--- src/rtl/mrt_pkg.sv ---
package mrt_pkg;
  typedef enum logic [1:0] {
    RES_NONE   = 2'd0,
    RES_RETIRE = 2'd1,
    RES_REARM  = 2'd2
  } res_kind_e;
endpackage

--- src/rtl/mrt_store.sv ---
module mrt_store #(
  parameter int DEPTH  = 8,
  parameter int ADDR_W = 26,
  parameter int PAY_W  = 48,
  localparam int IW    = $clog2(DEPTH)
) (
  input  logic              clk,
  input  logic              rst_n,
  input  logic              alloc_en,
  input  logic [IW-1:0]     alloc_idx,
  input  logic              rearm_en,
  input  logic [IW-1:0]     rearm_idx,
  input  logic              free_en,
  input  logic [IW-1:0]     free_idx,
  input  logic [ADDR_W-1:0] w_line,
  input  logic [PAY_W-1:0]  w_pay,
  input  logic              w_rdy,
  input  logic              fill_en,
  input  logic [ADDR_W-1:0] fill_line,
  input  logic [ADDR_W-1:0] look_line,
  input  logic [IW-1:0]     rd_idx,
  output logic              rd_valid,
  output logic              rd_ready,
  output logic [ADDR_W-1:0] rd_line,
  output logic [PAY_W-1:0]  rd_pay,
  output logic              look_hit
);
  logic [DEPTH-1:0]  v_q, r_q;
  logic [ADDR_W-1:0] line_q [DEPTH];
  logic [PAY_W-1:0]  pay_q  [DEPTH];
  logic [DEPTH-1:0]  fill_hit, look_match;
  logic              fill_new;

  for (genvar g = 0; g < DEPTH; g++) begin : g_cmp
    assign fill_hit[g]   = fill_en && v_q[g] && (line_q[g] == fill_line);
    assign look_match[g] = v_q[g] && (line_q[g] == look_line);
  end

  assign fill_new = fill_en && (fill_line == w_line);
  assign look_hit = |look_match;

  always_ff @(posedge clk) begin
    if (!rst_n) begin
      v_q <= '0;
      r_q <= '0;
    end else begin
      for (int i = 0; i < DEPTH; i++) begin
        if (free_en && free_idx == IW'(i)) begin
          v_q[i] <= 1'b0;
          r_q[i] <= 1'b0;
        end else if (alloc_en && alloc_idx == IW'(i)) begin
          v_q[i] <= 1'b1;
          r_q[i] <= w_rdy | fill_new;
        end else if (rearm_en && rearm_idx == IW'(i)) begin
          r_q[i] <= w_rdy | fill_hit[i];
        end else if (fill_hit[i]) begin
          r_q[i] <= 1'b1;
        end
      end
    end
  end

  always_ff @(posedge clk) begin
    for (int i = 0; i < DEPTH; i++) begin
      if (alloc_en && alloc_idx == IW'(i)) begin
        line_q[i] <= w_line;
        pay_q[i]  <= w_pay;
      end else if (rearm_en && rearm_idx == IW'(i)) begin
        pay_q[i]  <= w_pay;
      end
    end
  end

  assign rd_valid = v_q[rd_idx];
  assign rd_ready = r_q[rd_idx];
  assign rd_line  = line_q[rd_idx];
  assign rd_pay   = pay_q[rd_idx];
endmodule

--- src/rtl/mrt_ctrl.sv ---
module mrt_ctrl
  import mrt_pkg::*;
#(
  parameter int DEPTH = 8,
  localparam int IW   = $clog2(DEPTH),
  localparam int PW   = IW + 1
) (
  input  logic          clk,
  input  logic          rst_n,
  input  logic          alloc,
  input  logic          sched,
  input  logic          hold,
  input  res_kind_e     res_kind,
  input  logic          rd_valid,
  input  logic          rd_ready,
  output logic          deq_valid,
  output logic          full,
  output logic [IW-1:0] head_idx,
  output logic [IW-1:0] tail_idx,
  output logic [IW-1:0] iss_idx,
  output logic [IW-1:0] res_idx
);
  localparam logic [PW-1:0] CAP = PW'(DEPTH);

  logic [PW-1:0] head_q, tail_q, iss_q, res_q, infl_q;
  logic          rewound_q;
  logic          issue, drain_wait, resolve;

  assign drain_wait = rewound_q && (infl_q != '0);
  assign deq_valid  = (tail_q != iss_q) && rd_valid && rd_ready && !hold && !drain_wait;
  assign issue      = deq_valid && sched;
  assign full       = (PW'(tail_q - head_q) == CAP);
  assign resolve    = (res_kind != RES_NONE);

  assign head_idx = head_q[IW-1:0];
  assign tail_idx = tail_q[IW-1:0];
  assign iss_idx  = iss_q[IW-1:0];
  assign res_idx  = res_q[IW-1:0];

  always_ff @(posedge clk) begin
    if (!rst_n) begin
      head_q    <= '0;
      tail_q    <= '0;
      iss_q     <= '0;
      res_q     <= '0;
      infl_q    <= '0;
      rewound_q <= 1'b0;
    end else begin
      if (alloc) tail_q <= tail_q + 1'b1;

      case ({issue, resolve})
        2'b10:   infl_q <= infl_q + 1'b1;
        2'b01:   infl_q <= infl_q - 1'b1;
        default: infl_q <= infl_q;
      endcase

      if (res_kind == RES_REARM && !rewound_q) begin
        iss_q     <= res_q;
        rewound_q <= 1'b1;
      end else if (issue) begin
        iss_q <= iss_q + 1'b1;
        if (rewound_q) rewound_q <= 1'b0;
      end

      if (res_kind == RES_REARM) begin
        res_q <= res_q + 1'b1;
      end else if (res_kind == RES_RETIRE) begin
        res_q  <= res_q + 1'b1;
        head_q <= head_q + 1'b1;
      end else if (issue && rewound_q) begin
        res_q <= iss_q;
      end
    end
  end
endmodule

--- src/rtl/miss_resv_table.sv ---
module miss_resv_table
  import mrt_pkg::*;
#(
  parameter int DEPTH  = 8,
  parameter int ADDR_W = 26,
  parameter int PAY_W  = 48,
  localparam int IW    = $clog2(DEPTH)
) (
  input  logic              clk,
  input  logic              rst_n,
  input  logic              enq_valid,
  input  logic              enq_replay,
  input  logic [ADDR_W-1:0] enq_line,
  input  logic [PAY_W-1:0]  enq_payload,
  input  logic              enq_ready_init,
  input  logic              fill_valid,
  input  logic [ADDR_W-1:0] fill_line,
  input  logic [ADDR_W-1:0] look_line,
  output logic              look_hazard,
  output logic              deq_valid,
  input  logic              deq_sched,
  output logic [ADDR_W-1:0] deq_line,
  output logic [PAY_W-1:0]  deq_payload,
  input  logic              issue_hold,
  input  logic              retire,
  output logic              full
);
  logic          alloc, rearm, rd_valid, rd_ready;
  logic [IW-1:0] head_idx, tail_idx, iss_idx, res_idx;
  res_kind_e     res_kind;

  assign alloc    = enq_valid && !enq_replay && !full;
  assign rearm    = enq_valid && enq_replay;
  assign res_kind = rearm ? RES_REARM : (retire ? RES_RETIRE : RES_NONE);

  mrt_ctrl #(.DEPTH(DEPTH)) u_ctrl (
    .clk       (clk),
    .rst_n     (rst_n),
    .alloc     (alloc),
    .sched     (deq_sched),
    .hold      (issue_hold),
    .res_kind  (res_kind),
    .rd_valid  (rd_valid),
    .rd_ready  (rd_ready),
    .deq_valid (deq_valid),
    .full      (full),
    .head_idx  (head_idx),
    .tail_idx  (tail_idx),
    .iss_idx   (iss_idx),
    .res_idx   (res_idx)
  );

  mrt_store #(.DEPTH(DEPTH), .ADDR_W(ADDR_W), .PAY_W(PAY_W)) u_store (
    .clk       (clk),
    .rst_n     (rst_n),
    .alloc_en  (alloc),
    .alloc_idx (tail_idx),
    .rearm_en  (rearm),
    .rearm_idx (res_idx),
    .free_en   (res_kind == RES_RETIRE),
    .free_idx  (head_idx),
    .w_line    (enq_line),
    .w_pay     (enq_payload),
    .w_rdy     (enq_ready_init),
    .fill_en   (fill_valid),
    .fill_line (fill_line),
    .look_line (look_line),
    .rd_idx    (iss_idx),
    .rd_valid  (rd_valid),
    .rd_ready  (rd_ready),
    .rd_line   (deq_line),
    .rd_pay    (deq_payload),
    .look_hit  (look_hazard)
  );
endmodule

--- config.mk ---
export PLATFORM = sky130hd
export DESIGN_NAME = miss_resv_table
export DESIGN_NICKNAME = d
export VERILOG_FILES = /design/src/rtl/mrt_pkg.sv /design/src/rtl/mrt_store.sv /design/src/rtl/mrt_ctrl.sv /design/src/rtl/miss_resv_table.sv
export SDC_FILE = /design/constraint.sdc
export NUM_CORES = 1
export LEC_CHECK = 0
export BUFFER_PORTS_ARGS = -buffer_cell sky130_fd_sc_hd__buf_2
export CAP_MARGIN = 20
export CELL_PAD_IN_SITES_DETAIL_PLACEMENT = 1
export CELL_PAD_IN_SITES_GLOBAL_PLACEMENT = 1
export CORE_ASPECT_RATIO = 1.75
export CORE_UTILIZATION = 25
export DETAILED_ROUTE_END_ITERATION = 10
export GPL_TIMING_DRIVEN = 0
export HOLD_SLACK_MARGIN = 0.02
export PLACE_DENSITY = 0.43
export SLEW_MARGIN = 20
export SYNTH_ARGS = -nofsm -noshare
export SYNTH_HDL_FRONTEND = slang
export SYNTH_HIERARCHICAL = 1
export SYNTH_SLANG_ARGS = --single-unit
--- constraint.sdc ---
create_clock -name clk -period 7.7 [get_ports clk]
set_clock_uncertainty 0.15 [all_clocks]
set_input_delay 0.77 -clock clk [delete_from_list [all_inputs] [get_ports clk]]
set_output_delay 0.77 -clock clk [all_outputs]
set_load 0.01 [all_outputs]
==> results of run 1 <==
==> per-stage QoR <==
| step | setup WS, ns | area (sq um) | TNS (ns) |
|---|---|---|---|
| final | 2.53 | 35600 | 0 |
| after global routing | 2.32 | 35500 | 0 |
| after CTS | 2.35 | 35500 | 0 |
| after detailed placement | 2.54 | 33300 | 0 |
| after global placement | -3.33 | 32400 | -802.78 |
| after floorplan | 1.98 | 29700 | 0 |
==> worst register-to-register path, stage by stage, from the launching register on <==
cell and delay, ns:
dfxtp_1 0.47, buf_4 0.16, buf_2 0.29, clkbuf_1 0.64
buf_2 0.69, mux4_2 0.42, mux2_2 0.31, and4b_4 0.25
nand3_4 0.13, ha_1 0.23, ha_1 0.25, a21o_2 0.21
a21oi_1 0.17, xnor2_1 0.09, or3_1 0.30, a21boi_0 0.18
==> Yosys cell counts, types with 13 or more instances <==
cell | number | area, sq um
nand4_1 | 107 | 669
xnor2_1 | 424 | 3710
nand2_1 | 18 | 67.6
inv_1 | 20 | 75.1
nor4_1 | 20 | 125
xor2_1 | 34 | 298
buf_2 | 38 | 190
nor2_1 | 20 | 75.1
edfxtp_1 | 592 | 17800
o21ai_0 | 27 | 135
mux2_2 | 77 | 867
nor3_1 | 17 | 85.1
mux4_2 | 152 | 3420
dfxtp_1 | 37 | 741
ha_1 | 13 | 163
nand3_1 | 28 | 140
clkbuf_1 | 48 | 180
==> path summary, 6_finish.rpt <==
kind | to | slack (ns) | cells past startpoint
setup / recovery | deq_valid | 2.53 | 9
hold / removal | u_store/pay_q[4][10] | 0.20 | 1
setup reg to reg | u_ctrl/infl_q[3] | 2.69 | 15
hold reg to reg | u_ctrl/infl_q[3] | 0.37 | 2
==> logic make-up (layout without fill, tap and decap cells) <==
logic type / after synthesis / in the layout / share of synthesized area
buffers and inverters: 132 / 445 / 0.0219
and+or+nand+nor: 253 / 253 / 0.0517
muxes: 240 / 240 / 0.148
DFF: 629 / 629 / 0.623
AOI/OAI and AO/OA: 63 / 63 / 0.0139
adders and majority gates: 14 / 14 / 0.00614
other: 0 / 8 / 0
xor gates and xnor gates: 460 / 460 / 0.136
==> sequential cells by signal, summed over array words and instances (netlist names) <==
name / cells
u_ctrl/tail_q: 4
u_ctrl/infl_q: 4
u_ctrl/head_q: 4
u_store/r_q: 8
u_ctrl/iss_q: 4
u_ctrl/rewound_q: 1
u_ctrl/res_q: 4
u_store/pay_q: 384
u_store/v_q: 8
u_store/line_q: 208
==> layout make-up <==
type                            instances  share of cell area
Sequential cell                       629               0.521
Clock inverter                         44              0.0143
Buffer                                112              0.0164
Multi-Input combinational cell       1030               0.300
Timing Repair Buffer                  187              0.0424
Clock buffer                           82              0.0493
Antenna cell                            8            0.000563
Inverter                               20             0.00239
Tap cell                             1521              0.0535
==> power by group through the flow <==
stage,sequential (mW),clock [mW],combinational (mW)
CTS,3.86,3.49,1.01
floorplan,3.93,0,0.530
detailed placement,3.94,0,1.01
global route,3.87,3.58,1.04
global placement,3.95,0,0.969
finish,3.86,3.38,0.989
==> metal layers <==
layer | vias to the layer above | routed length, um | share of wire | global-route usage
met4 | 30 | 10400 | 0.081 | 0.159
met1 | 9177 | 42800 | 0.34 | 0.206
met5 | - | 188 | 0.0015 | 0
li1 | 7442 | - | - | -
met3 | 262 | 6270 | 0.049 | 0.0423
met2 | 559 | 67900 | 0.53 | 0.393
==> results_dict.tcl, run 1 <==
set metrics [dict create \
    synth_nets 1940 \
    slowest_stage "buf_2" \
    ant_nets 0 \
    power.share.combinational 0.120 \
    portBuffers 157 \
    grt_pass1_vias 19500 \
    final_cell_mix "edfxtp_1, xnor2_1, buf_2" \
    final_common_cell "edfxtp_1" \
    post-route-util 0.301 \
    initial_core_util 0.252 \
    grt_usage 0.212 \
    finalHoldViolations 0 \
    p_leak_nw 10.7 \
    place.gp.congestion 0.980 \
    grt_pass1_wl_um 171000 \
    yosysUniqueCellTypes 57 \
    setup_viol 0 \
    power.density_nw_per_um2 231 \
    async_reset_ff_frac 0 \
    cp-start-kind "flop" \
    crit_chain "buf_4 -> buf_2 -> clkbuf_1 -> buf_2 -> mux4_2 -> mux2_2 -> and4b_4 -> and2_2 -> buf_2" \
    cpMostUsedCell "buf_2" \
    min_path_type "input pin to flop" \
    maxSlewHeadroom 0.144 \
    postCtsSetupRepairBufs 0 \
    grt_overflow_total 0 \
    cts.reportedPaths.clkPinSlew_ns 0.06 \
    firstDrtPassIters 5 \
    seq_area_frac_synth 0.623 \
    syn_area_per_cell_sq_um 16.6 \
    cts_root_buf "clkbuf_16" \
    p_seq_frac 0.469 \
    final_nets 2197 \
    status "finished, final reports clean" \
    clock_path_buffers 3 \
    synth-edff-count 592 \
    power.share.clock 0.410 \
    path_buf_inv 5 \
    synth_seq_cells 629 \
    synth_area_sq_um 29700 \
    vias 17500 \
    critPathMaxFanout 10 \
    drt_iter0_drc 996 \
    synth-main-ff-cell "edfxtp_1" \
    cts_buffers 68 \
    cts_tree "yes" \
    clock.fmax_mhz 194 \
    fin_cells 3633 \
    regArea_sq_um 18500 \
    ctsHoldBuffers 0 \
    switching_share 0.263 \
    grt_max_degree 31 \
    coreArea_sq_um 118000 \
    dp.cells 3499 \
    rsz0062_at_grt "false" \
    syn2layout_area_growth_pct 19.5 \
    worst_pin_slew_ns 1.27 \
    finalCritPeriodShare 0.671 \
    worstSetupEndpointType "output pin" \
    slowest_delay_ns 0.68 \
    yosysWarnings 6 \
    num_rows 167 \
    wl_per_cell_um 35.1 \
    routed_wl_um 127000 \
    ctsResizeCount 0 \
    critPathArrivalTime_ns 4.25 \
    die_h_um 458 \
    critPathTopFamily "buffers and inverters" \
    dieArea_sq_um 120000 \
    maxCapViolations 0 \
    internal_power_mw 6.07 \
    peakVddDrop_uv 277 \
    hpwl_um 99400 \
    io_pins 212 \
    drive_above_1_share 0.294 \
    crit_type "flop to output pin" \
    clkLatencyLatePin_ns 0.71 \
    timing.critical_path.from "u_ctrl/iss_q[1]" \
    synthCells 1791 \
    die_w_um 263 \
    r2r_start "u_ctrl/iss_q[1]" \
    worstHoldStart "enq_payload[10]" \
    nFillCells 12400 \
    whs_ns 0.200 \
    drc_errors 0 \
    multiInputGateArea_sq_um 10700 \
    ctsHtreeMaxLevel 3 \
    clock_sinks 629 \
    layout_min_cycle_time_ns 5.17 \
    p_sw_mw 2.16 \
    antenna_found_initial 26 \
    critPathRequiredTime_ns 6.78 \
    via_per_inst 4.81 \
    slew_viol_final 0 \
    fin_total_pwr_mw 8.23 \
]
Power figures use the tool's default switching activity.
==> run 2: changes to the inputs <==
==> constraint.sdc (replaced) <==
create_clock -name clk -period 5.3 [get_ports clk]
set_clock_uncertainty 0.15 [all_clocks]
set_input_delay 0.53 -clock clk [delete_from_list [all_inputs] [get_ports clk]]
set_output_delay 0.53 -clock clk [all_outputs]
set_load 0.01 [all_outputs]
==> results_dict.tcl, run 2 (synthesis gave the netlist of run 1 again) <==
set metrics [dict create \
    status "finished, final reports clean" \
    critPathTopFamily "buffers and inverters" \
    min_path_type "input pin to flop" \
    grt_pass1_wl_um 172000 \
    drt_iter0_drc 950 \
    clock.fmax_mhz 202 \
    maxSlewHeadroom 0.211 \
    cts_buffers 70 \
    cts_tree "yes" \
    ant_nets 0 \
    ctsHoldBuffers 67 \
    cts.reportedPaths.clkPinSlew_ns 0.08 \
    final_nets 2272 \
    slowest_stage "buf_2" \
    syn2layout_area_growth_pct 22.8 \
    largest-register "u_store/pay_q" \
    dieArea_sq_um 120000 \
    path_buf_inv 4 \
    ctsResizeCount 0 \
    drc_errors 0 \
    place.gp.congestion 0.971 \
    vias 17600 \
    power.share.combinational 0.121 \
    critPathMaxFanout 10 \
    cp-start-kind "flop" \
    coreArea_sq_um 118000 \
    finalHoldViolations 0 \
    slowest_delay_ns 0.67 \
    power.share.clock 0.423 \
    p_leak_nw 11.2 \
    final_cell_mix "edfxtp_1, xnor2_1, buf_2" \
    wl_per_cell_um 34.8 \
    peakVddDrop_uv 295 \
    tns_ns 0 \
    finalCritPeriodShare 0.936 \
    grt_max_degree 31 \
    internal_power_mw 9.19 \
    largest_register_ffs 384 \
    maxCapViolations 0 \
    largestRegisters "u_store/pay_q (384), u_store/line_q (208)" \
    grt_usage 0.214 \
    wl_met1_um 43500 \
    final_common_cell "edfxtp_1" \
    power.density_nw_per_um2 337 \
    slew_viol_final 0 \
    io_pins 212 \
    portBuffers 157 \
    r2r_setup_slack_ns 0.34 \
    via_per_inst 4.75 \
    layout_min_cycle_time_ns 4.96 \
    ctsHtreeMaxLevel 3 \
    setup_viol 0 \
    die_w_um 263 \
    clock_sinks 629 \
    routed_wl_um 129000 \
    grt_pass1_vias 19700 \
    grt_overflow_total 0 \
    worst_pin_slew_ns 1.18 \
    initial_core_util 0.252 \
    place_area_sq_um 33400 \
    wl_met2_um 68000 \
    p_sw_mw 3.10 \
    cts_root_buf "clkbuf_16" \
    wl_met3_um 6120 \
    p_seq_frac 0.456 \
    antenna_found_initial 15 \
    switching_share 0.252 \
    worstSetupEndpointType "flop" \
    num_rows 167 \
    hpwl_um 100000 \
    critPathArrivalTime_ns 5.39 \
    critPathRequiredTime_ns 5.74 \
    drive_above_1_share 0.289 \
    die_h_um 458 \
    finalInstanceArea_sq_um 36500 \
    firstDrtPassIters 5 \
    highest_layer "met5" \
    nFillCells 12300 \
    postCtsSetupRepairBufs 0 \
    clkLatencyLatePin_ns 0.68 \
    crit_chain "buf_4 -> buf_2 -> clkbuf_1 -> buf_2 -> mux4_2 -> mux2_2 -> and4b_4 -> nand3_4 -> ha_1 -> ha_1 -> a21o_2 -> a21oi_1 -> xnor2_1 -> or3_1 -> a21boi_0" \
    crit_type "flop to flop" \
    post-route-util 0.309 \
    clock_path_buffers 3 \
    rsz0062_at_grt "false" \
]
-- run 2: cell types whose count changed in the layout (fill, tap and decap cells not counted), moves of 4 or more --
cell,change
clkinv_1,+4
clkbuf_16,+5
clkinv_2,-6
dlygate4sd3_1,+67
clkbuf_1,-8
bufinv_16,+4
buf_16,+5
-- run 2: power groups by stage --
| stage | Sequential [mW] | Clock (mW) | Combinational (mW) |
|---|---|---|---|
| floorplan | 5.70 | 0 | 0.770 |
| global placement | 5.73 | 0 | 1.42 |
| detailed placement | 5.72 | 0 | 1.47 |
| CTS | 5.61 | 5.37 | 1.52 |
| global route | 5.62 | 5.50 | 1.57 |
| finish | 5.61 | 5.20 | 1.49 |
-- run 2: through the flow --
step / worst slack (ns) / hold slack, ns / instances / total power [mW]
after floorplan: 0.117 / 0.299 / 1791 / 6.47
after global routing: 0.0860 / 0.0652 / 3701 / 12.7
after CTS: 0.210 / 0.0200 / 3697 / 12.5
after global placement: -5.41 / 0.350 / 3469 / 7.15
final: 0.341 / 0.0569 / 3702 / 12.3
after detailed placement: 0.223 / 0.358 / 3505 / 7.19
-- run 2: area by class of cell --
cell class / instances / area, sq um / area share
diodes: 5 / 12.5 / 0.000343
plain buffers: 112 / 587 / 0.0161
clock buffers: 83 / 1880 / 0.0516
clock inverters: 42 / 522 / 0.0143
inverters: 20 / 82.6 / 0.00226
multi-input cells: 1030 / 10700 / 0.293
flip-flops and latches: 629 / 18500 / 0.507
well taps: 1521 / 1900 / 0.0521
repair buffers: 260 / 2330 / 0.0638
-- run 2: worst paths after layout --
| check | start | end | cells past startpoint |
|---|---|---|---|
| max | u_ctrl/iss_q[1] | u_ctrl/infl_q[3] | 15 |
| min | enq_line[13] | u_store/line_q[0][13] | 1 |
| max reg2reg | u_ctrl/iss_q[1] | u_ctrl/infl_q[3] | 15 |
| min reg2reg | u_ctrl/infl_q[3] | u_ctrl/infl_q[3] | 2 |
-- run 2: layer usage --
metal | GRT usage | vias to the layer above
li1 | - | 7584
met5 | 0 | -
met4 | 0.168 | 20
met1 | 0.209 | 9220
met2 | 0.393 | 516
met3 | 0.0436 | 249
==> run 3: changes to the inputs <==
--- a/config.mk
+++ b/config.mk
@@ -11,6 +11,7 @@
 export CELL_PAD_IN_SITES_GLOBAL_PLACEMENT = 1
 export CORE_ASPECT_RATIO = 1.75
 export CORE_UTILIZATION = 25
+export CTS_BUF_LIST = sky130_fd_sc_hd__clkbuf_2 sky130_fd_sc_hd__clkbuf_4 sky130_fd_sc_hd__clkbuf_8
 export DETAILED_ROUTE_END_ITERATION = 10
 export GPL_TIMING_DRIVEN = 0
 export HOLD_SLACK_MARGIN = 0.02
==> results_dict.tcl, run 3 (synthesis gave the netlist of run 1 again) <==
set metrics [dict create \
    min_path_type "input pin to flop" \
    crit_type "flop to output pin" \
    switching_share 0.267 \
    cts.reportedPaths.clkPinSlew_ns 0.06 \
    multiInputGateArea_sq_um 10700 \
    num_rows 167 \
    clock_path_buffers 3 \
    drt_iter0_drc 1023 \
    routed_wl_um 129000 \
    drc_errors 0 \
    wl_met2_um 68100 \
    die_w_um 263 \
    clkLatencyLatePin_ns 0.82 \
    critPathMaxFanout 10 \
    place_area_sq_um 33400 \
    wl_per_cell_um 34.2 \
    slew_viol_final 0 \
    p_seq_frac 0.489 \
    worst_pin_slew_ns 1.14 \
    cts_tree "yes" \
    internal_power_mw 8.42 \
    dp.cells 3505 \
    finalCritPeriodShare 0.957 \
    ctsHtreeMaxLevel 3 \
    grt_usage 0.214 \
    status "finished, final reports clean" \
    power.density_nw_per_um2 317 \
    power.share.combinational 0.130 \
    finalInstanceArea_sq_um 36300 \
    fin_cells 3771 \
    p_leak_nw 11.1 \
    grt_max_degree 31 \
    grt_pass1_vias 20000 \
    fin_total_pwr_mw 11.5 \
    grt_overflow_total 0 \
    largest_register_ffs 384 \
    coreArea_sq_um 118000 \
    drive_above_1_share 0.305 \
    initial_core_util 0.252 \
    ant_nets 0 \
    setup_viol 0 \
    nFillCells 12400 \
    p_sw_mw 3.06 \
    peakVddDrop_uv 209 \
    vias 17900 \
    final_cell_mix "edfxtp_1, xnor2_1, buf_2" \
    critPathArrivalTime_ns 4.39 \
    hpwl_um 100000 \
    rsz0062_at_grt "false" \
    io_pins 212 \
    via_per_inst 4.74 \
    worstSetupEndpointType "output pin" \
    cp-start-kind "flop" \
    antenna_found_initial 17 \
    largest-register "u_store/pay_q" \
    maxCapViolations 0 \
    maxSlewHeadroom 0.237 \
    clock.fmax_mhz 197 \
    wl_met1_um 43300 \
    firstDrtPassIters 5 \
    final_nets 2314 \
    power.share.clock 0.381 \
    critPathRequiredTime_ns 4.62 \
    cts_buffers 101 \
    syn2layout_area_growth_pct 21.9 \
    regArea_sq_um 18500 \
    wl_met3_um 6290 \
    place.gp.congestion 0.971 \
    portBuffers 157 \
    grt_pass1_wl_um 173000 \
    layout_min_cycle_time_ns 5.07 \
    final_common_cell "edfxtp_1" \
    finalHoldViolations 0 \
    die_h_um 458 \
    highest_layer "met5" \
    cts_root_buf "clkbuf_8" \
    clock_sinks 629 \
    dieArea_sq_um 120000 \
    largestRegisters "u_store/pay_q (384), u_store/line_q (208)" \
]
-- run 3: changes by cell type in the layout (fill, tap and decap cells not counted), moves of 2 or more --
cell           before  now
bufinv_16          10    5
clkbuf_1           48   40
clkbuf_16          73    0
clkbuf_4            0   28
clkbuf_8            3  104
clkinv_1           14   20
clkinv_2            7   13
clkinvlp_4          3    1
diode_2             5   10
dlygate4sd3_1      67   78
inv_12              0    3
inv_16              3    1
-- run 3: final cells by class --
cell class / count / area share
Antenna cell: 10 / 0.000690
Clock buffer: 131 / 0.0449
Timing Repair Buffer: 271 / 0.0673
Tap cell: 1521 / 0.0525
Inverter: 20 / 0.00228
Multi-Input combinational cell: 1030 / 0.294
Sequential cell: 629 / 0.510
Clock inverter: 47 / 0.0113
Buffer: 112 / 0.0162
-- run 3: per-layer routing --
metal / up-vias / track usage
li1: 7694 / -
met1: 9323 / 0.208
met2: 588 / 0.392
met3: 272 / 0.0425
met4: 16 / 0.174
met5: - / 0
-- run 3: path summary, 6_finish.rpt --
kind / to / cells past startpoint / slack [ns] / from
worst min register to register: u_ctrl/infl_q[3] / 2 / 0.36 / u_ctrl/infl_q[3]
worst max-delay path: deq_valid / 9 / 0.23 / u_ctrl/iss_q[1]
worst min-delay path: u_ctrl/tail_q[1] / 4 / 0.1 / enq_replay
worst max register to register: u_ctrl/infl_q[3] / 15 / 0.29 / u_ctrl/iss_q[1]
-- run 3: power groups by stage --
stage | combinational [mW] | clock (mW) | sequential (mW)
2_1_floorplan | 0.770 | 0 | 5.70
3_3_place_gp | 1.42 | 0 | 5.73
3_5_place_dp | 1.47 | 0 | 5.72
4_1_cts | 1.53 | 4.56 | 5.61
5_1_grt | 1.58 | 4.70 | 5.62
6_report | 1.50 | 4.38 | 5.61
-- run 3: metrics by stage --
step / hold WS, ns / worst slack (ns) / utilization / TNS [ns]
2_1_floorplan: 0.299 / 0.117 / - / 0
3_3_place_gp: 0.350 / -5.41 / 0.274 / -1505.70
3_5_place_dp: 0.358 / 0.223 / 0.283 / 0
4_1_cts: 0.0253 / 0.110 / 0.307 / 0
5_1_grt: 0.131 / 0.0743 / 0.307 / 0
6_report: 0.0981 / 0.231 / 0.307 / 0
-- run 3: what timing repair did --
item | in CTS | in global routing
buffers inserted | 0 | 0
hold buffers | 78 | 0
hold endpoints to repair | 607 | 0
resized for setup | 0 | 0
-- run 3: worst max-delay path: stages (launching register included) --
cell and delay, ns:
dfxtp_1 0.48, buf_4 0.16, buf_2 0.26, clkbuf_1 0.67, buf_2 0.70, mux4_2 0.41
mux2_2 0.30, and4b_4 0.25, and2_2 0.19, buf_2 0.15
